## config.mk

```make
export PLATFORM = sky130hd
export DESIGN_NAME = pinmux_cell
export DESIGN_NICKNAME = d
export VERILOG_FILES = /design/src/rtl/pinmux_pkg.sv /design/src/rtl/pinmux_cfg_reg.sv /design/src/rtl/pinmux_route.sv /design/src/rtl/pinmux_edge.sv /design/src/rtl/pinmux_cell.sv
export SDC_FILE = /design/constraint.sdc
export NUM_CORES = 1
export LEC_CHECK = 0
export BUFFER_PORTS_ARGS = -buffer_cell sky130_fd_sc_hd__buf_2
export CAP_MARGIN = 25
export CORE_ASPECT_RATIO = 0.6
export CORE_MARGIN = 10
export CORE_UTILIZATION = 37
export DETAILED_ROUTE_END_ITERATION = 8
export HOLD_SLACK_MARGIN = 0.15
export PLACE_DENSITY = 0.84
export SLEW_MARGIN = 20
export SYNTH_ARGS = -nofsm -noshare
export SYNTH_HDL_FRONTEND = slang
export SYNTH_SLANG_ARGS = --single-unit
```

## constraint.sdc

```tcl
create_clock -name clk -period 1.9 [get_ports clk]
set_clock_uncertainty 0.05 [all_clocks]
set_input_delay 0.19 -clock clk [delete_from_list [all_inputs] [get_ports clk]]
set_output_delay 0.19 -clock clk [all_outputs]
set_load 0.01 [all_outputs]
```

## src/rtl/pinmux_pkg.sv

```systemverilog
package pinmux_pkg;
   localparam int CFG_W      = 32;
   localparam int FSEL_LSB   = 0;
   localparam int FSEL_W     = 3;
   localparam int RISE_BIT   = 4;
   localparam int FALL_BIT   = 5;
   localparam int ECLR_BIT   = 6;
   localparam int LPOEN_BIT  = 7;
   localparam int LPDAT_BIT  = 8;
   localparam int LPSEL_BIT  = 9;
   localparam int DRV_LSB    = 10;
   localparam int DRV_W      = 3;
   localparam int PD_BIT     = 13;
   localparam int PU_BIT     = 14;
   localparam int PSRC_BIT   = 15;
   localparam logic [CFG_W-1:0] CFG_WMASK = 32'h0000_FFF7;
   localparam logic [CFG_W-1:0] CFG_RST   = 32'h0000_0800;

   typedef struct packed {
      logic up;
      logic dn;
   } pull_t;
endpackage

```

## src/rtl/pinmux_cfg_reg.sv

```systemverilog
module pinmux_cfg_reg
   import pinmux_pkg::*;
#(
   parameter logic [CFG_W-1:0] WMASK = CFG_WMASK,
   parameter logic [CFG_W-1:0] RSTV  = CFG_RST
) (
   input  logic             clk,
   input  logic             rst_n,
   input  logic             we_i,
   input  logic [CFG_W-1:0] wdata_i,
   output logic [CFG_W-1:0] cfg_o
);
   initial begin
      if ((RSTV & ~WMASK) != '0)
         $error("reset value sets bits outside the writable mask");
   end

   logic [CFG_W-1:0] cfg_q;

   always_ff @(posedge clk or negedge rst_n) begin
      if (!rst_n)     cfg_q <= RSTV;
      else if (we_i)  cfg_q <= wdata_i & WMASK;
   end

   assign cfg_o = cfg_q;


   reserved_zero_chk: assert property (@(posedge clk) disable iff (!rst_n)
      (cfg_q & ~WMASK) == '0);

   write_lands_chk: assert property (@(posedge clk) disable iff (!rst_n)
      we_i |=> cfg_q == ($past(wdata_i) & WMASK));
endmodule

```

## src/rtl/pinmux_route.sv

```systemverilog
module pinmux_route
   import pinmux_pkg::*;
#(
   parameter int NUM_FUNC = 8,
   localparam int SEL_W = FSEL_W
) (
   input  logic [SEL_W-1:0]    sel_i,
   input  logic [NUM_FUNC-1:0] fn_out_i,
   input  logic [NUM_FUNC-1:0] fn_oe_i,
   input  pull_t [NUM_FUNC-1:0] fn_pull_i,
   input  logic                lp_mode_i,
   input  logic                lp_sel_i,
   input  logic                lp_dat_i,
   input  logic                lp_oe_n_i,
   input  logic                pull_src_i,
   input  logic                reg_pu_i,
   input  logic                reg_pd_i,
   output logic                pad_out_o,
   output logic                pad_oe_o,
   output logic                pull_up_o,
   output logic                pull_dn_o
);
   initial begin
      if (NUM_FUNC < 2 || NUM_FUNC > (1 << SEL_W))
         $error("NUM_FUNC must lie between 2 and the field range");
   end

   logic  run_out, run_oe;
   pull_t run_pull, req;

   generate
      if (NUM_FUNC == (1 << SEL_W)) begin : g_full
         always_comb begin
            run_out  = fn_out_i[sel_i];
            run_oe   = fn_oe_i[sel_i];
            run_pull = fn_pull_i[sel_i];
         end
      end else begin : g_part
         always_comb begin
            run_out  = 1'b0;
            run_oe   = 1'b0;
            run_pull = '0;
            for (int k = 0; k < NUM_FUNC; k++) begin
               if (sel_i == SEL_W'(k)) begin
                  run_out  = fn_out_i[k];
                  run_oe   = fn_oe_i[k];
                  run_pull = fn_pull_i[k];
               end
            end
         end
      end
   endgenerate

   always_comb begin
      if (lp_mode_i && lp_sel_i) begin
         pad_out_o = lp_dat_i;
         pad_oe_o  = ~lp_oe_n_i;
      end else begin
         pad_out_o = run_out;
         pad_oe_o  = run_oe;
      end
      req.up = pull_src_i ? reg_pu_i : run_pull.up;
      req.dn = pull_src_i ? reg_pd_i : run_pull.dn;
      pull_up_o = req.up;
      pull_dn_o = req.dn & ~req.up;
   end


   pull_excl_chk: assert final (!(pull_up_o && pull_dn_o));
endmodule

```

## src/rtl/pinmux_edge.sv

```systemverilog
module pinmux_edge #(
   parameter int SYNC_STAGES = 2
) (
   input  logic clk,
   input  logic rst_n,
   input  logic pad_i,
   input  logic rise_en_i,
   input  logic fall_en_i,
   input  logic clr_i,
   input  logic wake_en_i,
   output logic wake_req_o
);
   initial begin
      if (SYNC_STAGES < 2) $error("SYNC_STAGES must be at least 2");
   end

   logic [SYNC_STAGES-1:0] sync_q;
   logic prev_q, flag_q, hit;

   generate
      for (genvar s = 0; s < SYNC_STAGES; s++) begin : g_sync
         always_ff @(posedge clk or negedge rst_n) begin
            if (!rst_n) sync_q[s] <= 1'b0;
            else        sync_q[s] <= (s == 0) ? pad_i : sync_q[(s == 0) ? 0 : s-1];
         end
      end
   endgenerate

   always_ff @(posedge clk or negedge rst_n) begin
      if (!rst_n) prev_q <= 1'b0;
      else        prev_q <= sync_q[SYNC_STAGES-1];
   end

   assign hit = (rise_en_i &  sync_q[SYNC_STAGES-1] & ~prev_q) |
                (fall_en_i & ~sync_q[SYNC_STAGES-1] &  prev_q);

   always_ff @(posedge clk or negedge rst_n) begin
      if (!rst_n)     flag_q <= 1'b0;
      else if (clr_i) flag_q <= 1'b0;
      else if (hit)   flag_q <= 1'b1;
   end

   assign wake_req_o = flag_q & wake_en_i;


   clear_wins_chk: assert property (@(posedge clk) disable iff (!rst_n)
      clr_i |=> !flag_q);

   flag_sticky_chk: assert property (@(posedge clk) disable iff (!rst_n)
      (flag_q && !clr_i) |=> flag_q);

   flag_cause_chk: assert property (@(posedge clk) disable iff (!rst_n)
      $rose(flag_q) |-> $past(rise_en_i || fall_en_i));
endmodule

```

## src/rtl/pinmux_cell.sv

```systemverilog
module pinmux_cell
   import pinmux_pkg::*;
#(
   parameter int NUM_FUNC    = 8,
   parameter int SYNC_STAGES = 2
) (
   input  logic                  clk,
   input  logic                  rst_n,
   input  logic                  cfg_we_i,
   input  logic [31:0]           cfg_wdata_i,
   output logic [31:0]           cfg_rdata_o,
   input  logic [NUM_FUNC-1:0]   fn_out_i,
   input  logic [NUM_FUNC-1:0]   fn_oe_i,
   input  logic [2*NUM_FUNC-1:0] fn_pull_i,
   output logic [NUM_FUNC-1:0]   fn_in_o,
   input  logic                  pad_in_i,
   input  logic                  lp_mode_i,
   input  logic                  wake_en_i,
   output logic                  pad_out_o,
   output logic                  pad_oe_o,
   output logic                  pull_up_o,
   output logic                  pull_dn_o,
   output logic [2:0]            drive_o,
   output logic                  wake_req_o
);
   logic [CFG_W-1:0] cfg;
   pull_t [NUM_FUNC-1:0] pulls;

   pinmux_cfg_reg u_reg (
      .clk(clk), .rst_n(rst_n), .we_i(cfg_we_i), .wdata_i(cfg_wdata_i), .cfg_o(cfg)
   );

   generate
      for (genvar f = 0; f < NUM_FUNC; f++) begin : g_fn
         assign pulls[f].up = fn_pull_i[2*f+1];
         assign pulls[f].dn = fn_pull_i[2*f];
         assign fn_in_o[f]  = pad_in_i;
      end
   endgenerate

   pinmux_route #(.NUM_FUNC(NUM_FUNC)) u_route (
      .sel_i(cfg[FSEL_LSB +: FSEL_W]),
      .fn_out_i(fn_out_i), .fn_oe_i(fn_oe_i), .fn_pull_i(pulls),
      .lp_mode_i(lp_mode_i), .lp_sel_i(cfg[LPSEL_BIT]),
      .lp_dat_i(cfg[LPDAT_BIT]), .lp_oe_n_i(cfg[LPOEN_BIT]),
      .pull_src_i(cfg[PSRC_BIT]), .reg_pu_i(cfg[PU_BIT]), .reg_pd_i(cfg[PD_BIT]),
      .pad_out_o(pad_out_o), .pad_oe_o(pad_oe_o),
      .pull_up_o(pull_up_o), .pull_dn_o(pull_dn_o)
   );

   pinmux_edge #(.SYNC_STAGES(SYNC_STAGES)) u_edge (
      .clk(clk), .rst_n(rst_n), .pad_i(pad_in_i),
      .rise_en_i(cfg[RISE_BIT]), .fall_en_i(cfg[FALL_BIT]), .clr_i(cfg[ECLR_BIT]),
      .wake_en_i(wake_en_i), .wake_req_o(wake_req_o)
   );

   assign cfg_rdata_o = cfg;
   assign drive_o     = cfg[DRV_LSB +: DRV_W];


   lp_override_chk: assert property (@(posedge clk) disable iff (!rst_n)
      (lp_mode_i && cfg_rdata_o[LPSEL_BIT]) |->
         (pad_oe_o == !cfg_rdata_o[LPOEN_BIT] && pad_out_o == cfg_rdata_o[LPDAT_BIT]));

   wake_gate_chk: assert property (@(posedge clk) disable iff (!rst_n)
      wake_req_o |-> wake_en_i);

   drive_follow_chk: assert property (@(posedge clk) disable iff (!rst_n)
      $past(cfg_we_i) |-> drive_o == ($past(cfg_wdata_i[DRV_LSB +: DRV_W])));
endmodule

```

* After elaboration in Yosys (flattened, before gate mapping)
Cells that the tools add are included.
** Storage, ports and cells
- Register bits :: 19
- Input port bits :: 70
- Output and inout bits :: 48
- Logic and storage cells :: 31
** Cells by class
- $lt $le $gt $ge :: 1
- Mux-type cells :: 12
- Bitwise gates (word level) :: 11
- Reduce and logical (&&, ||, !) cells :: 2
** Operator list (count)
- $mux 1 :: 8
- $and 1x1->1 :: 6
- $bmux 1 s3 :: 2
- $bmux 2 s3 :: 1
- $lt 3x4->1 const B :: 1
- $not 1->1 :: 4
- $mux 2 :: 1
- $reduce_bool 2->1 :: 1
- $logic_and 1x1->1 :: 1
- $or 1x1->1 :: 1

* Longest topological paths before layout
- Word-level depth :: 6
- Mapped depth :: 5

* Cells and area by module
Synthesis repeated with hierarchy kept, for this count alone.
** Unflattened totals
- Cell total of the unflattened synthesis :: 95
- Area, all modules :: 1282.5 µm²
** Modules (own cells, without submodules)
- pinmux_cfg_reg :: times used 1, cells each 50, area each 745.7 µm²
- pinmux_route :: times used 1, cells each 25, area each 322.8 µm²
- pinmux_edge :: times used 1, cells each 9, area each 131.4 µm²
- pinmux_cell :: times used 1, cells each 11, area each 82.6 µm²

* Worst setup path before layout
No wires, ideal clock.
- Path type :: register to output
- Start point :: register u_reg.cfg_q[0] (netlist: u_reg.cfg_o[0])
- End point :: output pad_oe_o
- Arrival :: 1529 ps
- Data required time :: 1660 ps
- Setup slack :: 131 ps
- Cell stages (with the launch flop) :: 6
- Buffers on the path :: 1
- Cell sequence :: dfrtp_1 buf_6 mux4_1 mux2_2 nand2_1 o21ai_0
** On the way
- Longest elaborated chain between the ends :: 3
** Ends and longest elaborated chain
- start, declared :: RTL line pinmux_cfg_reg.sv:18 : logic [CFG_W-1:0] cfg_q;
- start signal, assigned :: RTL line pinmux_cfg_reg.sv:22 : else if (we_i) cfg_q <= wdata_i & WMASK;
- $bmux 1 s3 :: RTL line pinmux_route.sv:35 : run_oe = fn_oe_i[sel_i];
- $mux 1 (implied by the code) :: RTL line pinmux_route.sv:35
- $mux 1 :: RTL line pinmux_route.sv:55 : if (lp_mode_i && lp_sel_i) begin
- end, declared :: RTL line pinmux_cell.sv:20 : output logic pad_oe_o,
Every way passes these cells. The select of a mux whose other input is x is not followed.

* Worst setup path after layout
- Start point :: register u_reg.cfg_q[0] (netlist: u_reg.cfg_o[0])
- End point :: output pull_dn_o
** On the way
- Longest elaborated chain between the ends :: 5
- Elaborated cells on any way between the ends :: 6
- Classes of those cells :: mux: 4; bitwise: 2
** Ends and longest elaborated chain
- $bmux 2 s3 * :: RTL line pinmux_route.sv:36 : run_pull = fn_pull_i[sel_i];
- $mux 2 (implied by the code) * :: RTL line pinmux_route.sv:36
- $mux 1 :: RTL line pinmux_route.sv:62 : req.up = pull_src_i ? reg_pu_i : run_pull.up;
- $not 1->1 :: RTL line pinmux_route.sv:65 : pull_dn_o = req.dn & ~req.up;
- $and 1x1->1 * :: RTL line pinmux_route.sv:65
- end, declared :: RTL line pinmux_cell.sv:22 : output logic pull_dn_o,
Mark *: on every way between the ends. The rest lies on a longest branch, timed or not. The select of a mux whose other input is x is not followed.

==> qor.yml <==
global_route:
  grt_antenna_before_repair: 0
  grt_pass1_vias: 1155
  gr-total-overflow: 0
  grt_pass1_wl_um: 5880
  track_usage_pct: 11.6
  grt_max_degree: 20
detailed_routing:
  via_count: 993
  ant_nets: 0
  routed_wl_um: 3820
  drtIter0Drc: 16
  routedWlPerCell_um: 16.3
  vias_per_cell: 4.24
  first_pass_iters: 4
  drc_errors: 0
cells_and_area:
  fillers: 303
  final_cell_area_um2: 1760
  drive_above_1_share_pct: 63.5
  areaGrowthSynthToFinish_pct: 36.4
  final-seq-area_um2: 479
  finalNonFillerCells: 234
  nets: 260
  multiInputGateArea_um2: 548
  antenna_cells: 0
  final_core_util_pct: 53.3
power_and_ir_drop:
  leakage_uw: 0.000909
  ir_drop_mv: 0.419
  p_per_area_nw_per_um2: 648
yosys:
  ys_seq_elements: 19
  ys_seq_area_share_pct: 37.0
  ys_types: 17
  netlist_area_um2: 1290
  netlist_instances: 106
  avgSynthCellArea_um2: 12.2
  yosysWarnings: 0
hold_path:
  holdPathStages: 0
  hold_end: "u_edge.sync_q[1]"
  hold_class: "reg2reg"
  min_from: "u_edge.sync_q[0]"
place:
  placed_cells: 212
  dpl_cell_area_um2: 1540
  dp_hpwl_um: 3010
  io_buffers: 83
  gp_congestion: 0.795
clock_tree:
  root_buffer: "clkbuf_8"
  numCtsBuffers: 3
  clockBufferDepth: 2
  cts_tree: "built"
  clkSlewWorstSetupHoldPaths_ns: 0.07
  clk_latency_ns: 0.25
  clock-sinks: 19
  cts_max_level: 1
die:
  start_util_pct: 39.1
  die_area_um2: 6330
  die_height_um: 65.7
  fp-row-count: 16
  pin_count: 118
  dieWidth_um: 96.2
  core_area_um2: 3300
worst_setup_path:
  required_ns: 1.66
  end_kind: "primary output"
  r2r-start: "u_reg.cfg_o[1]"
  cp_max_fo: 5
  worstReg2RegEnd: "u_reg.cfg_o[1]"
  r2r_slack_ns: 0.85
  criticalPathCategory: "reg2out"
  reg2reg_depth: 2
  cp.arrival_ns: 1.79
  start_kind: "flop"
outcome:
  violations: "setup timing"
  status: "complete, but fails checks"
flow_run:
  drv_cap: 0
timing:
  rsz0062_at_grt: "yes"
  finalCriticalPeriod_ns: 2.03
  postLayoutSetupSlackWorst_ns: -0.134
  fin_setup_tns_ns: -0.381
  fin_crit_sh_pct: 107
  final_max_slew_viol_count: 0
  max_freq_mhz: 492
  final-setup-viol-count: 4
  final_hold_viol_count: 0
## critical path: stages (launching register included)
cell and delay (ns):
dfrtp_2 0.46, buf_6 0.16, mux2i_1 0.12, mux4_2 0.47
o21ai_2 0.14, nor2_1 0.06, buf_2 0.13
## stage by stage
stage,setup slack [ns],hold slack (ns),power [uW]
2_1_floorplan,0.131,-0.156,738
3_5_place_dp,0.0700,0.108,820
4_1_cts,-0.131,0.308,1150
5_1_grt,-0.229,0.319,1220
6_report,-0.134,0.302,1140
3_3_place_gp,0.0841,0.107,810
## timing repair
item	CTS	global route
hold endpoints to repair	34	0
gates resized for setup	10	6
endpoints found under the setup margin	4	4
pin swaps	0	1
buffers inserted	1	0
hold buffers	17	0
## layer usage
| layer | wire [um] | global-route usage (%) | vias up |
|---|---|---|---|
| met1 | 1430 | 12.9 | 459 |
| li1 | - | - | 474 |
| met2 | 1870 | 20.4 | 56 |
| met3 | 494 | 5.44 | 4 |
| met5 | 0 | 0 | - |
| met4 | 23 | 1.65 | 0 |
## worst max-delay path by stage
stage	start	to	slack [ns]	depth (start not counted)
2_1_floorplan	u_reg.cfg_o[0]	pad_oe_o	0.13	5
3_3_place_gp	u_reg.cfg_o[0]	pull_dn_o	0.08	6
3_5_place_dp	u_reg.cfg_o[0]	pull_dn_o	0.07	6
4_1_cts	u_reg.cfg_o[0]	pad_out_o	-0.13	5
5_1_grt	u_reg.cfg_o[0]	pull_dn_o	-0.23	6
6_report	u_reg.cfg_o[0]	pull_dn_o	-0.13	6
## state kept, by name (all words and copies together), names as in the netlist
signal and count:
u_edge.sync_q 2, u_reg.cfg_o 15, u_edge.flag_q 1, u_edge.prev_q 1
## layout make-up
type	instances	share of cell area, %
Tap cell	45	3.20
Sequential cell	19	27.2
Multi-Input combinational cell	61	31.2
Clock buffer	4	2.56
Timing Repair Buffer	105	35.8
## power by group
part | leakage, uW | internal (uW) | switching, uW
Clock | 0.0000228 | 149 | 126
Combinational | 0.000666 | 218 | 168
Sequential | 0.000220 | 445 | 34.7
## cell families after synthesis
| logic type | after synthesis | synth area share (%) |
|---|---|---|
| AOI/OAI and AO/OA | 4 | 1.65 |
| buffers and inverters | 42 | 24.2 |
| DFF | 19 | 37.0 |
| muxes | 30 | 33.8 |
| other | 1 | 0.291 |
| and+or+nand+nor | 10 | 3.10 |
## cell usage in the layout, fill, tap and decap left out
master | netlist | final
dfrtp_1 | 18 | 16
o22ai_1 | 1 | 1
nand2_2 | 0 | 1
o21ai_2 | 0 | 1
clkbuf_1 | 2 | 1
buf_6 | 2 | 2
mux2i_1 | 6 | 6
clkbuf_8 | 0 | 3
nor2_1 | 4 | 4
buf_2 | 1 | 83
dlygate4sd3_1 | 0 | 17
dfstp_2 | 1 | 1
nand2_1 | 5 | 4
mux2_4 | 0 | 2
o21ai_1 | 1 | 1
mux4_2 | 0 | 7
and2_1 | 1 | 1
conb_1 | 1 | 17
buf_4 | 37 | 3
mux2_2 | 17 | 15
a21oi_1 | 1 | 1
dfrtp_2 | 0 | 2
## synth_stat cells, drive strengths merged
cell type | number | area share (%)
dfrtp | 18 | 35
mux2i | 6 | 4.7
a21oi | 1 | 0.39
o21ai | 2 | 0.78
o22ai | 1 | 0.49
conb | 1 | 0.29
mux2 | 17 | 15
clkbuf | 2 | 0.58
nor2 | 4 | 1.2
buf | 40 | 24
dfstp | 1 | 2.0
nand2 | 5 | 1.5
mux4 | 7 | 14
and2 | 1 | 0.49
Note: power is estimated with default switching activity, not from simulation.
